File: config.mk
export PLATFORM = sky130hd
export DESIGN_NAME = audio_mode_ctrl
export DESIGN_NICKNAME = d
export VERILOG_FILES = /design/src/rtl/amc_pkg.sv /design/src/rtl/amc_line_filter.sv /design/src/rtl/amc_mode_regs.sv /design/src/rtl/amc_chan_decode.sv /design/src/rtl/audio_mode_ctrl.sv
export SDC_FILE = /design/constraint.sdc
export NUM_CORES = 1
export LEC_CHECK = 0
export BUFFER_PORTS_ARGS = -buffer_cell sky130_fd_sc_hd__buf_2
export CAP_MARGIN = 10
export CORE_AREA = 10 10 73 75
export CTS_CLUSTER_DIAMETER = 200
export DETAILED_ROUTE_END_ITERATION = 10
export DIE_AREA = 0 0 83 85
export PLACE_DENSITY = 0.81
export SYNTH_ARGS = -nofsm -noshare
export SYNTH_HDL_FRONTEND = slang
export SYNTH_HIERARCHICAL = 1
export SYNTH_SLANG_ARGS = --single-unit
File: constraint.sdc
create_clock -name clk -period 4.55 [get_ports clk]
set_input_delay 0.6825 -clock clk [delete_from_list [all_inputs] [get_ports clk]]
set_output_delay 0.6825 -clock clk [all_outputs]
set_load 0.01 [all_outputs]
File: src/rtl/amc_pkg.sv
package amc_pkg;

  localparam int MODE_W = 3;
  localparam int NUM_CH = 2;
  localparam int CH_MAIN  = 0;
  localparam int CH_SCART = 1;

  typedef enum logic [1:0] {
    SEL_LOW  = 2'b00,
    SEL_HIGH = 2'b01,
    SEL_HIZ  = 2'b10,
    SEL_RSVD = 2'b11
  } sel_lvl_e;

  localparam logic [MODE_W-1:0] MD_MUTE    = 3'b000;
  localparam logic [MODE_W-1:0] MD_MONO_A  = 3'b001;
  localparam logic [MODE_W-1:0] MD_MONO_B  = 3'b010;
  localparam logic [MODE_W-1:0] MD_AM      = 3'b011;
  localparam logic [MODE_W-1:0] MD_SMUTE   = 3'b100;
  localparam logic [MODE_W-1:0] MD_FMONO   = 3'b101;
  localparam logic [MODE_W-1:0] MD_MONO_AB = 3'b110;
  localparam logic [MODE_W-1:0] MD_EXT     = 3'b111;

  typedef enum logic [2:0] {
    RT_MONO    = 3'd0,
    RT_STEREO  = 3'd1,
    RT_DUAL_A  = 3'd2,
    RT_DUAL_B  = 3'd3,
    RT_DUAL_AB = 3'd4,
    RT_EXT     = 3'd5
  } route_e;

  typedef struct packed {
    route_e route;
    logic   mute;
    logic   deemph_en;
    logic   gain_hi;
  } chan_ctl_t;

  localparam chan_ctl_t CTL_SILENT = '{route: RT_MONO, mute: 1'b1, deemph_en: 1'b1, gain_hi: 1'b1};

endpackage

File: src/rtl/amc_line_filter.sv
module amc_line_filter #(
  parameter int   SYNC_STAGES = 2,
  parameter int   FILT_LEN    = 4,
  parameter logic RST_VAL     = 1'b0
) (
  input  logic clk,
  input  logic rst_n,
  input  logic raw,
  output logic clean
);
  localparam int CW = $clog2(FILT_LEN + 1);

  logic [SYNC_STAGES-1:0] sync_q;
  logic [CW-1:0]          run_cnt;
  logic                   synced;

  assign synced = sync_q[SYNC_STAGES-1];

  always_ff @(posedge clk or negedge rst_n) begin
    if (!rst_n) sync_q <= {SYNC_STAGES{RST_VAL}};
    else        sync_q <= {sync_q[SYNC_STAGES-2:0], raw};
  end

  always_ff @(posedge clk or negedge rst_n) begin
    if (!rst_n) begin
      clean   <= RST_VAL;
      run_cnt <= '0;
    end else if (synced == clean) begin
      run_cnt <= '0;
    end else if (run_cnt == CW'(FILT_LEN - 1)) begin
      clean   <= synced;
      run_cnt <= '0;
    end else begin
      run_cnt <= run_cnt + 1'b1;
    end
  end

  AST_STEADY_KEEPS: assert property (@(posedge clk) disable iff (!rst_n)
    (synced == clean) |=> $stable(clean));
  AST_FRESH_DIFF_WAITS: assert property (@(posedge clk) disable iff (!rst_n)
    (synced != clean && run_cnt == '0) |=> $stable(clean));

endmodule

File: src/rtl/amc_mode_regs.sv
module amc_mode_regs
  import amc_pkg::*;
#(
  parameter int POR_HOLD = 64
) (
  input  logic              clk,
  input  logic              rst_n,
  input  logic [MODE_W-1:0] code_in,
  input  sel_lvl_e          sel,
  output logic [MODE_W-1:0] main_q,
  output logic [MODE_W-1:0] scart_q
);
  localparam int PW = $clog2(POR_HOLD + 1);

  logic [PW-1:0] por_cnt;
  logic          por_busy;
  logic          load_main, load_scart;

  assign por_busy   = (por_cnt != PW'(POR_HOLD));
  assign load_main  = !por_busy && (sel == SEL_LOW);
  assign load_scart = !por_busy && (sel == SEL_HIGH) &&
                      (main_q != MD_MUTE) && (code_in != MD_MUTE);

  always_ff @(posedge clk or negedge rst_n) begin
    if (!rst_n)        por_cnt <= '0;
    else if (por_busy) por_cnt <= por_cnt + 1'b1;
  end

  always_ff @(posedge clk or negedge rst_n) begin
    if (!rst_n) begin
      main_q  <= MD_MUTE;
      scart_q <= MD_MUTE;
    end else begin
      if (load_main)  main_q  <= code_in;
      if (load_scart) scart_q <= code_in;
    end
  end

  AST_POR_BOTH_MUTED: assert property (@(posedge clk) disable iff (!rst_n)
    por_busy |-> (main_q == MD_MUTE && scart_q == MD_MUTE));
  AST_HIZ_HOLDS: assert property (@(posedge clk) disable iff (!rst_n)
    (sel == SEL_HIZ || sel == SEL_RSVD) |=> ($stable(main_q) && $stable(scart_q)));
  AST_SCART_LOCKED: assert property (@(posedge clk) disable iff (!rst_n)
    (main_q == MD_MUTE) |=> $stable(scart_q));
  AST_ILLEGAL_IGNORED: assert property (@(posedge clk) disable iff (!rst_n)
    (sel == SEL_HIGH && code_in == MD_MUTE) |=> $stable(scart_q));
  AST_LOW_SPARES_SCART: assert property (@(posedge clk) disable iff (!rst_n)
    (sel == SEL_LOW) |=> $stable(scart_q));

endmodule

File: src/rtl/amc_chan_decode.sv
module amc_chan_decode
  import amc_pkg::*;
(
  input  logic              clk,
  input  logic              rst_n,
  input  logic [MODE_W-1:0] mode,
  input  logic [MODE_W-1:0] main_mode,
  input  logic              id_st,
  input  logic              id_du,
  output chan_ctl_t         ctl_q
);
  chan_ctl_t nxt;
  logic      id_live, st_on, du_on, fmono_all;

  assign id_live   = (main_mode != MD_MUTE);
  assign st_on     = id_st && id_live;
  assign du_on     = id_du && id_live;
  assign fmono_all = (main_mode == MD_FMONO);

  always_comb begin
    nxt = CTL_SILENT;
    if (id_live) begin
      unique case (mode)
        MD_MUTE, MD_SMUTE: nxt = CTL_SILENT;
        MD_AM: nxt = '{route: RT_MONO, mute: 1'b0, deemph_en: 1'b0, gain_hi: 1'b0};
        MD_EXT: nxt = '{route: RT_EXT, mute: 1'b0, deemph_en: 1'b1, gain_hi: 1'b1};
        default: begin
          nxt.mute      = 1'b0;
          nxt.deemph_en = 1'b1;
          nxt.gain_hi   = 1'b1;
          if (du_on) begin
            if (mode == MD_MONO_B)       nxt.route = RT_DUAL_B;
            else if (mode == MD_MONO_AB) nxt.route = RT_DUAL_AB;
            else                         nxt.route = RT_DUAL_A;
          end else if (st_on && !fmono_all) begin
            nxt.route = RT_STEREO;
          end else begin
            nxt.route = RT_MONO;
          end
        end
      endcase
    end
  end

  always_ff @(posedge clk or negedge rst_n) begin
    if (!rst_n) ctl_q <= CTL_SILENT;
    else        ctl_q <= nxt;
  end

  AST_FULL_MUTE_SILENCES: assert property (@(posedge clk) disable iff (!rst_n)
    (main_mode == MD_MUTE) |=> (ctl_q.mute && ctl_q.route == RT_MONO));
  AST_SMUTE_SILENCES: assert property (@(posedge clk) disable iff (!rst_n)
    (mode == MD_SMUTE) |=> ctl_q.mute);
  AST_AM_PATH: assert property (@(posedge clk) disable iff (!rst_n)
    (mode == MD_AM && main_mode != MD_MUTE) |=>
      (!ctl_q.mute && !ctl_q.deemph_en && !ctl_q.gain_hi && ctl_q.route == RT_MONO));
  AST_FMONO_COMMON: assert property (@(posedge clk) disable iff (!rst_n)
    (main_mode == MD_FMONO) |=> (ctl_q.route != RT_STEREO));
  AST_DUAL_BEATS_STEREO: assert property (@(posedge clk) disable iff (!rst_n)
    (id_du && id_st && main_mode != MD_MUTE) |=> (ctl_q.route != RT_STEREO));
  AST_EXT_ROUTE: assert property (@(posedge clk) disable iff (!rst_n)
    (mode == MD_EXT && main_mode != MD_MUTE) |=> (ctl_q.route == RT_EXT && !ctl_q.mute));

endmodule

File: src/rtl/audio_mode_ctrl.sv
module audio_mode_ctrl
  import amc_pkg::*;
#(
  parameter int SYNC_STAGES = 2,
  parameter int FILT_LEN    = 4,
  parameter int POR_HOLD    = 64
) (
  input  logic       clk,
  input  logic       rst_n,
  input  logic [2:0] data_lines,
  input  logic [1:0] chsel_lvl,
  input  logic       id_stereo,
  input  logic       id_dual,
  output logic [2:0] main_route,
  output logic       main_mute,
  output logic       main_deemph_en,
  output logic       main_gain_hi,
  output logic [2:0] scart_route,
  output logic       scart_mute,
  output logic       scart_deemph_en,
  output logic       scart_gain_hi,
  output logic       led_stereo,
  output logic       led_dual
);
  localparam int NLINES = MODE_W + 2;

  logic [NLINES-1:0] raw_lines, clean_lines;
  logic [MODE_W-1:0] main_q, scart_q;
  logic [NUM_CH-1:0][MODE_W-1:0] chan_mode;
  chan_ctl_t ctl [NUM_CH];
  sel_lvl_e  sel_f;
  logic      id_live;

  assign raw_lines = {chsel_lvl, data_lines};

  for (genvar i = 0; i < NLINES; i++) begin : g_filt
    amc_line_filter #(
      .SYNC_STAGES(SYNC_STAGES),
      .FILT_LEN   (FILT_LEN),
      .RST_VAL    (1'b0)
    ) u_filt (
      .clk  (clk),
      .rst_n(rst_n),
      .raw  (raw_lines[i]),
      .clean(clean_lines[i])
    );
  end

  assign sel_f = sel_lvl_e'(clean_lines[NLINES-1:MODE_W]);

  amc_mode_regs #(.POR_HOLD(POR_HOLD)) u_regs (
    .clk    (clk),
    .rst_n  (rst_n),
    .code_in(clean_lines[MODE_W-1:0]),
    .sel    (sel_f),
    .main_q (main_q),
    .scart_q(scart_q)
  );

  assign chan_mode[CH_MAIN]  = main_q;
  assign chan_mode[CH_SCART] = scart_q;

  for (genvar c = 0; c < NUM_CH; c++) begin : g_chan
    amc_chan_decode u_dec (
      .clk      (clk),
      .rst_n    (rst_n),
      .mode     (chan_mode[c]),
      .main_mode(main_q),
      .id_st    (id_stereo),
      .id_du    (id_dual),
      .ctl_q    (ctl[c])
    );
  end

  assign id_live = (main_q != MD_MUTE) && (main_q != MD_EXT);

  always_ff @(posedge clk or negedge rst_n) begin
    if (!rst_n) begin
      led_stereo <= 1'b0;
      led_dual   <= 1'b0;
    end else begin
      led_stereo <= id_stereo && id_live;
      led_dual   <= id_dual && id_live;
    end
  end

  assign main_route      = ctl[CH_MAIN].route;
  assign main_mute       = ctl[CH_MAIN].mute;
  assign main_deemph_en  = ctl[CH_MAIN].deemph_en;
  assign main_gain_hi    = ctl[CH_MAIN].gain_hi;
  assign scart_route     = ctl[CH_SCART].route;
  assign scart_mute      = ctl[CH_SCART].mute;
  assign scart_deemph_en = ctl[CH_SCART].deemph_en;
  assign scart_gain_hi   = ctl[CH_SCART].gain_hi;

  AST_LED_DARK_EXT: assert property (@(posedge clk) disable iff (!rst_n)
    (main_q == MD_EXT) |=> (!led_stereo && !led_dual));
  AST_LED_DARK_MUTE: assert property (@(posedge clk) disable iff (!rst_n)
    (main_q == MD_MUTE) |=> (!led_stereo && !led_dual && main_mute && scart_mute));
  AST_LED_FOLLOWS_SMUTE: assert property (@(posedge clk) disable iff (!rst_n)
    (main_q == MD_SMUTE) |=> (led_stereo == $past(id_stereo)));

endmodule

[Word-level counts from Yosys, hierarchy flattened]
Cells that the tools add are included.
Cells by class
  $add $sub $neg: 6
  equality and inequality tests: 24
  multiplexer cells: 21
  bitwise gates (word level): 5
  reduce and logical (&&, ||, !) cells: 24
Operators by type and width (number)
  $mux 3: 16
  $pmux 6 s3: 2
  $eq 3x2->1 const B: 9
  $eq 3x3->1 const B: 7
  $add 3x1->3 const B: 5
  $mux 6: 2
  $logic_and 1x1->1: 10
  $reduce_and 2->1: 5
  $add 7x1->7 const B: 1
  $ne 7x7->1 const B: 1
  $logic_not 3->1: 2
  $reduce_bool 3->1: 2
  $eq 1x1->1: 5
  $not 1->1: 5
  $reduce_or 2->1: 2
  $ne 3x3->1 const B: 1
  $eq 2x1->1 const B: 1
  $logic_not 1->1: 2
  $logic_not 2->1: 1
  $mux 1: 1
Storage, ports and cells
  flip-flop bits (word level): 57
  input port bits: 9
  output and inout bits: 14
  logic and storage cells: 108

[Depth between registers and ports, before layout]
Gate-level depths: netlist of run 1.
  depth after elaboration: 7
  mapped depth: 5
  depth with buffers taken out: 5

[Hierarchy]
The synthesis of run 1 kept the hierarchy.
By module, submodules not included
  amc_line_filter: instances 5, cells each 13, area an instance 216.5 um^2, sequential area each 150.1 um^2
  amc_mode_regs: instances 1, cells each 44, area an instance 610.6 um^2, sequential area each 325.3 um^2
  amc_chan_decode: instances 2, cells each 28, area an instance 285.3 um^2, sequential area each 127.6 um^2
  audio_mode_ctrl: instances 1, cells each 6, area an instance 81.3 um^2, sequential area each 50.0 um^2

[Worst setup path before layout of run 1]
No wires, ideal clock.
  path kind: register to register
  start point: reg u_regs.por_cnt[0]
  end point: reg u_regs.main_q[0]
  library setup time: 0.125 ns
  arrival time: 1.458 ns
  data required time: 4.425 ns
  slack: 2.967 ns
  stages on the path, launching flop included: 6
  path buffers: 0
  period minus slack after synthesis: 1.583 ns
  cell sequence: dfrtp_1 > inv_1 > ha_1 > nor4b_4 > nor4b_4 > mux2_2
On the way
  longest elaborated chain between the ends: 3
Ends and longest elaborated chain
  start, declared: line amc_mode_regs.sv:15  | logic [PW-1:0] por_cnt;
  start signal, assigned: line amc_mode_regs.sv:26  | else if (por_busy) por_cnt <= por_cnt + 1'b1;
  $ne 7x7->1: line amc_mode_regs.sv:19  | assign por_busy = (por_cnt != PW'(POR_HOLD));
  $logic_not 1->1: line amc_mode_regs.sv:20  | assign load_main = !por_busy && (sel == SEL_LOW);
  $logic_and 1x1->1: line amc_mode_regs.sv:20
  end signal, assigned: line amc_mode_regs.sv:34  | if (load_main) main_q <= code_in;
  end, declared: line amc_mode_regs.sv:10  | output logic [MODE_W-1:0] main_q,
No other way between the ends.
A chain may end at the register's enable or synchronous reset.

[Worst setup path after layout of run 1]
Same ends and word-level chain as after synthesis.

==> results of run 1 <==
==> per-layer routing <==
layer | wire (um) | up-vias | part of all wire (%)
met3 | 216 | 4 | 5.9
li1 | - | 649 | -
met1 | 1480 | 675 | 40
met5 | 0 | - | 0
met2 | 1930 | 34 | 53
met4 | 30 | 0 | 0.82
==> flip-flops by register name (all words and copies together), names as in the netlist <==
name,count
u_regs/main_q,3
led_stereo,1
u_regs/scart_q,3
led_dual,1
g_filt.u_filt/sync_q,10
g_filt.u_filt/clean,5
g_filt.u_filt/run_cnt,15
u_regs/por_cnt,7
g_chan.u_dec/ctl_q,10
==> worst max path at each step <==
stage / start / to / slack [ps] / cells past startpoint
floorplan: u_regs/por_cnt[0] / u_regs/main_q[0] / 2970 / 5
global placement: rst_n / g_filt[3].u_filt/run_cnt[2] / 2910 / 1
detailed placement: rst_n / g_filt[3].u_filt/run_cnt[2] / 2830 / 1
CTS: u_regs/por_cnt[0] / u_regs/main_q[0] / 2830 / 5
global route: u_regs/por_cnt[0] / u_regs/main_q[0] / 2730 / 5
finish: u_regs/por_cnt[0] / u_regs/main_q[0] / 2840 / 5
==> cell usage in the layout (no fill, tap or decap), types with 5 or more instances in the layout <==
master | netlist | layout
inv_1 | 8 | 8
mux2_2 | 12 | 12
buf_2 | 0 | 22
ha_1 | 13 | 13
nand2_1 | 6 | 6
clkbuf_8 | 0 | 6
nor2b_4 | 5 | 5
nor3_1 | 8 | 8
xnor2_1 | 10 | 10
dfrtp_1 | 51 | 51
nor3b_1 | 14 | 14
==> logic make-up after synthesis <==
logic type / count (synthesis)
flops: 55
simple gates: 58
compound gates: 12
mux: 12
buf+inv: 10
fa+ha+maj: 13
xor+xnor: 11
==> final cells by class <==
class / instances / area share, %
Tap cell: 50 / 2.37
Sequential cell: 55 / 52.2
Inverter: 8 / 1.14
Clock inverter: 2 / 1.47
Timing Repair Buffer: 23 / 4.92
Multi-Input combinational cell: 106 / 34.7
Clock buffer: 6 / 3.12
==> per-stage QoR <==
step / utilization [%] / power [mW] / hold slack [ps] / std cells / cell area, um^2
3_3_place_gp: 63.9 / 0.756 / 334 / 241 / 2500
3_5_place_dp: 63.9 / 0.778 / 340 / 241 / 2500
6_report: 67.6 / 1.10 / 234 / 250 / 2640
2_1_floorplan: - / 0.725 / 331 / 171 / 2340
5_1_grt: 67.6 / 1.17 / 241 / 250 / 2640
4_1_cts: 67.0 / 1.11 / 362 / 249 / 2620
==> power by group <==
part           internal, mW  switching (mW)  total [mW]
Clock                 0.181           0.150       0.331
Sequential            0.551          0.0538       0.605
Combinational        0.0925          0.0696       0.162
Total                 0.824           0.273        1.10
==> worst max-delay path, cell delays in order (launching register included) <==
cell and delay (ps):
dfrtp_1 420, inv_1 100, ha_1 150, nor4b_4 230
nor4b_4 320, mux2_2 370
==> flow_metrics.py, run 1 <==
metrics = {
    "setup_path": {
        "reg2reg_slack_ps": 2840,
        "cp_max_fo": 4,
        "worst-r2r-cell-count": 5,
        "crit_type": "reg2reg",
        "worstPathArrival_ps": 1890,
        "worstReg2RegStart": "u_regs/por_cnt[0]",
        "setup.worst_path.end_class": "register",
        "cp-start-kind": "register",
        "required_ps": 4730,
        "reg2reg_to": "u_regs/main_q[0]",
    },
    "layout": {
        "seqCellArea_um2": 1380,
        "multi_input_area_um2": 918,
        "nNetsFinal": 221,
        "fillers": 290,
        "area_delta_synth_final_pct": 12.8,
        "drive_gt1_share_pct": 28.5,
        "diodes": 0,
    },
    "global_route": {
        "grt_pass1_wl_um": 6700,
        "grt_overflow_total": 0,
        "use_met3_pct": 3.54,
        "grt_max_degree": 56,
        "grt_use_total_pct": 11.0,
        "grt_antenna_before_repair": 0,
        "first_global_vias": 1483,
        "grt_use_met1_pct": 12.1,
        "grtUsageMet2_pct": 19.8,
        "grt.busiest_layer": "met2",
    },
    "clock_tree": {
        "clk_latency_ps": 290,
        "cts_resized": 0,
        "ctsHoldBuffers": 0,
        "clk_pin_slew_worst_paths_ps": 100,
        "cts.sinks": 55,
        "root_buffer": "clkbuf_8",
        "clockBufferDepth": 2,
        "cts_tree": "yes",
        "post-cts-setup-buffer-count": 0,
        "cts_max_level": 2,
        "cts_buffers": 5,
    },
    "route": {
        "first_pass_iters": 4,
        "drc": 0,
        "drt-initial-drc-count": 58,
        "wire_per_inst_um": 14.6,
        "ant_nets": 0,
        "num_vias": 1362,
        "drt-total-wl_um": 3650,
        "viasPerCell": 5.45,
    },
    "floorplanning": {
        "num_rows": 23,
        "die_area_um2": 7060,
        "start_util_pct": 59.9,
        "fp.dieW_um": 83,
        "ios": 23,
        "design.core.area_um2": 3910,
        "die_h_um": 85,
    },
    "sta": {
        "fin_crit_sh_pct": 37.5,
        "fmax_ghz": 0.586,
        "hold_viol_final": 0,
        "rsz0062_at_grt": "no",
        "slew-limit-headroom_pct": 66.6,
        "worst_slack_ps": 2840,
        "setup_viol": 0,
        "layout_min_cycle_time_ps": 1710,
        "tightest_slew_ps": 496,
        "setup-tns-final_ps": 0,
        "maxSlewViolCount": 0,
        "clock_skew_ps": 9.30,
    },
    "logic_synthesis": {
        "ys_top_cells_by_area": "dfrtp_1 (54%), ha_1 (6.9%), mux2_2 (5.8%), dfstp_2 (4.5%), nor3b_1 (4.5%)",
        "synth-simple-area-share_pct": 18.4,
        "postSynthAreaPerCell_um2": 13.7,
        "synth.largest_area_cell": "dfrtp_1",
        "synth-edff-count": 0,
        "yosys.area_share.adder_pct": 6.94,
        "yosys_warnings": 6,
        "synth.distinct_cells": 30,
        "synth_top_area_share_pct": 54.4,
        "ys_seq_elements": 55,
        "syn_inst": 171,
        "synthMuxAreaShare_pct": 5.76,
        "synth_compound_area_share_pct": 3.95,
        "synth-main-ff-cell": "dfrtp_1",
        "async_flop_share_pct": 100,
        "synth_common_cells": "dfrtp_1 (51), nor3b_1 (14), ha_1 (13)",
        "synth_most_common_cell": "dfrtp_1",
        "syn_nets": 193,
        "ys_seq_area_share_pct": 58.9,
        "synth_top_family_by_area": "simple AND/OR/NAND/NOR gates",
        "netlist_area_um2": 2340,
        "synth_xor_area_share_pct": 4.11,
    },
    "job": {
        "cap_violations": 0,
    },
    "placement": {
        "port_buffers": 22,
        "globalplace.congestion": 0.689,
        "pre_cts_ws_ps": 2830,
        "post-dp-hpwl_um": 2810,
    },
    "pwr": {
        "p_leak_nw": 1.18,
        "vdd_drop_max_mv": 0.289,
        "pwr_density_cell_nw_per_um2": 415,
    },
    "worst_hold_path": {
        "hold_class": "in2async",
    },
    "outcome": {
        "status": "complete, no violations",
    },
}
No activity file was read; power rests on OpenSTA's default activity.
==> inputs of run 2 (changes only) <==
--- a/config.mk
+++ b/config.mk
@@ -7,11 +7,11 @@
 export LEC_CHECK = 0
 export BUFFER_PORTS_ARGS = -buffer_cell sky130_fd_sc_hd__buf_2
 export CAP_MARGIN = 10
-export CORE_AREA = 10 10 73 75
+export CORE_AREA = 10 10 75 77
 export CTS_CLUSTER_DIAMETER = 200
 export DETAILED_ROUTE_END_ITERATION = 10
-export DIE_AREA = 0 0 83 85
-export PLACE_DENSITY = 0.81
+export DIE_AREA = 0 0 85 87
+export PLACE_DENSITY = 0.77
 export SYNTH_ARGS = -nofsm -noshare
 export SYNTH_HDL_FRONTEND = slang
 export SYNTH_HIERARCHICAL = 1
==> constraint.sdc (replaced) <==
create_clock -name clk -period 1.7 [get_ports clk]
set_input_delay 0.255 -clock clk [delete_from_list [all_inputs] [get_ports clk]]
set_output_delay 0.255 -clock clk [all_outputs]
set_load 0.01 [all_outputs]
==> run 2 against run 1 <==
  * Non-clock buffer count is 8 higher
  * Combinational power grew to 2.6 times the previous value
  * Die area is 4.8% higher
  * Core utilization is 3.8 points lower
  * Setup slack worse by 2800 ps
  * First-iteration DRC count is 50% lower
  * Register-to-register slack worse by 2800 ps
  * Global-route usage is 0.13 points lower
  * Largest cell class unchanged
  * Largest power group unchanged
  * Highest routed layer unchanged
==> flow_metrics.py, run 2 (synthesized netlist as in run 1, its figures left out) <==
metrics = {
    "outcome": {
        "status": "complete, no violations",
    },
    "placement": {
        "globalplace.congestion": 0.705,
        "post-dp-hpwl_um": 2890,
        "port_buffers": 22,
    },
    "sta": {
        "setup_viol": 0,
        "tightest_slew_ps": 499,
        "layout_min_cycle_time_ps": 1670,
        "hold_viol_final": 0,
        "fin_hold_ws_ps": 53.5,
        "setup-tns-final_ps": 0,
        "fin_crit_sh_pct": 98.3,
        "rsz0062_at_grt": "yes",
        "fmax_ghz": 0.599,
        "clock_skew_ps": 4.28,
        "slew-limit-headroom_pct": 66.5,
        "maxSlewViolCount": 0,
    },
    "setup_path": {
        "cp_max_fo": 3,
        "required_ps": 1890,
        "setup.worst_path.end_class": "register",
        "reg2reg_to": "u_regs/main_q[2]",
        "startpoint": "u_regs/por_cnt[1]",
        "worst-r2r-cell-count": 5,
        "reg2reg_slack_ps": 30,
        "worstPathArrival_ps": 1860,
        "worstReg2RegStart": "u_regs/por_cnt[1]",
        "cp-start-kind": "register",
        "crit_type": "reg2reg",
    },
    "layout": {
        "largest_register": "g_filt.u_filt/run_cnt",
        "layout_common_cells": "dfrtp_1 (51), buf_2 (22), nor3b_1 (14), ha_1 (12), xnor2_1 (10)",
        "area_delta_synth_final_pct": 15.1,
        "fillers": 299,
        "largest_reg_flops": 15,
        "nNetsFinal": 229,
        "final_util_pct": 63.7,
        "diodes": 0,
        "reg_top3": "g_filt.u_filt/run_cnt: 15 flops, g_chan.u_dec/ctl_q: 10 flops, g_filt.u_filt/sync_q: 10 flops",
        "layout_commonest_cell": "dfrtp_1",
        "drive_gt1_share_pct": 31.3,
    },
    "route": {
        "drt-initial-drc-count": 29,
        "viasPerCell": 5.23,
        "num_vias": 1359,
        "ant_nets": 0,
        "drc": 0,
        "wire_per_inst_um": 14.4,
        "first_pass_iters": 4,
        "drt-total-wl_um": 3750,
    },
    "global_route": {
        "grt_max_degree": 21,
        "grt_antenna_before_repair": 0,
        "grt_overflow_total": 0,
        "grt_use_total_pct": 10.9,
        "grt_pass1_wl_um": 6670,
        "first_global_vias": 1520,
    },
    "floorplanning": {
        "design.core.area_um2": 4230,
        "die_h_um": 87,
        "ios": 23,
        "die_area_um2": 7400,
        "fp.dieW_um": 85,
        "num_rows": 24,
        "start_util_pct": 55.4,
    },
    "pwr": {
        "p_switching_mw": 0.719,
        "pwr_density_cell_nw_per_um2": 1040,
        "vdd_drop_max_mv": 0.638,
        "p_leak_nw": 1.20,
        "pwr-share-clk_pct": 27.2,
        "power_frac_seq_pct": 57.7,
        "switching_share_pct": 25.6,
        "internal_power_mw": 2.09,
        "p_comb_share_pct": 15.1,
    },
    "job": {
        "cap_violations": 0,
    },
    "worst_hold_path": {
        "hold_start": "chsel_lvl[0]",
        "hold_class": "in2reg",
        "holdPathStages": 1,
        "hold_path_end": "g_filt[3].u_filt/sync_q[0]",
    },
    "clock_tree": {
        "cts_max_level": 2,
        "root_buffer": "clkbuf_8",
        "cts_buffers": 5,
        "clk_pin_slew_worst_paths_ps": 90,
        "cts_tree": "yes",
        "cts.sinks": 55,
        "clk_latency_ps": 300,
        "clockBufferDepth": 2,
    },
}
==> run 2: layer usage <==
layer	vias to the layer above	global-route usage (%)	wire (um)
met1	666	11.3	1620
li1	661	-	-
met5	-	0	0
met3	5	4.21	232
met2	27	19.1	1840
met4	0	4.64	57
==> run 2: critical path, cell delays in order (launching register included) <==
cell     delay [ps]
dfrtp_1         390
inv_1           100
ha_4            130
nor4b_4         230
nor4b_4         370
mux2_4          340
==> run 2: worst max-delay path by stage <==
stage | end | cells past startpoint
finish | u_regs/main_q[2] | 5
global route | u_regs/main_q[2] | 5
CTS | u_regs/main_q[2] | 5
detailed placement | u_regs/main_q[2] | 5
global placement | u_regs/main_q[0] | 5
floorplan | u_regs/main_q[0] | 5
==> run 2: area by class of cell <==
| cell class | count | area, um^2 | area share [%] |
|---|---|---|---|
| Clock buffer | 8 | 100 | 3.71 |
| Multi-Input combinational cell | 106 | 942 | 34.9 |
| Inverter | 8 | 30.0 | 1.11 |
| Tap cell | 52 | 65.1 | 2.41 |
| Sequential cell | 55 | 1380 | 51.2 |
| Timing Repair Buffer | 31 | 180 | 6.68 |
==> run 2: stage by stage <==
stage               power [mW]  worst slack, ps  cell area, um^2  std cells
CTS                       2.85            0.477             2670        259
finish                    2.81             29.7             2700        260
global route              2.98            -32.3             2700        260
detailed placement        2.08            -64.3             2540        248
floorplan                 1.94              117             2340        171
global placement          2.03              103             2540        248
==> run 2: power groups by stage <==
stage	combinational, mW	clock [mW]	sequential [mW]
floorplan	0.337	0	1.60
global route	0.487	0.837	1.65
finish	0.425	0.766	1.62
global placement	0.395	0	1.63
detailed placement	0.433	0	1.65
CTS	0.434	0.792	1.62
==> run 2: repair_timing <==
item / CTS / global route
hold buffers: 1 / 0
setup endpoints to repair: 6 / 4
gates resized for setup: 1 / 5
setup buffers: 2 / 1
endpoints found under the hold margin: 14 / 0
pin swaps: 0 / 1
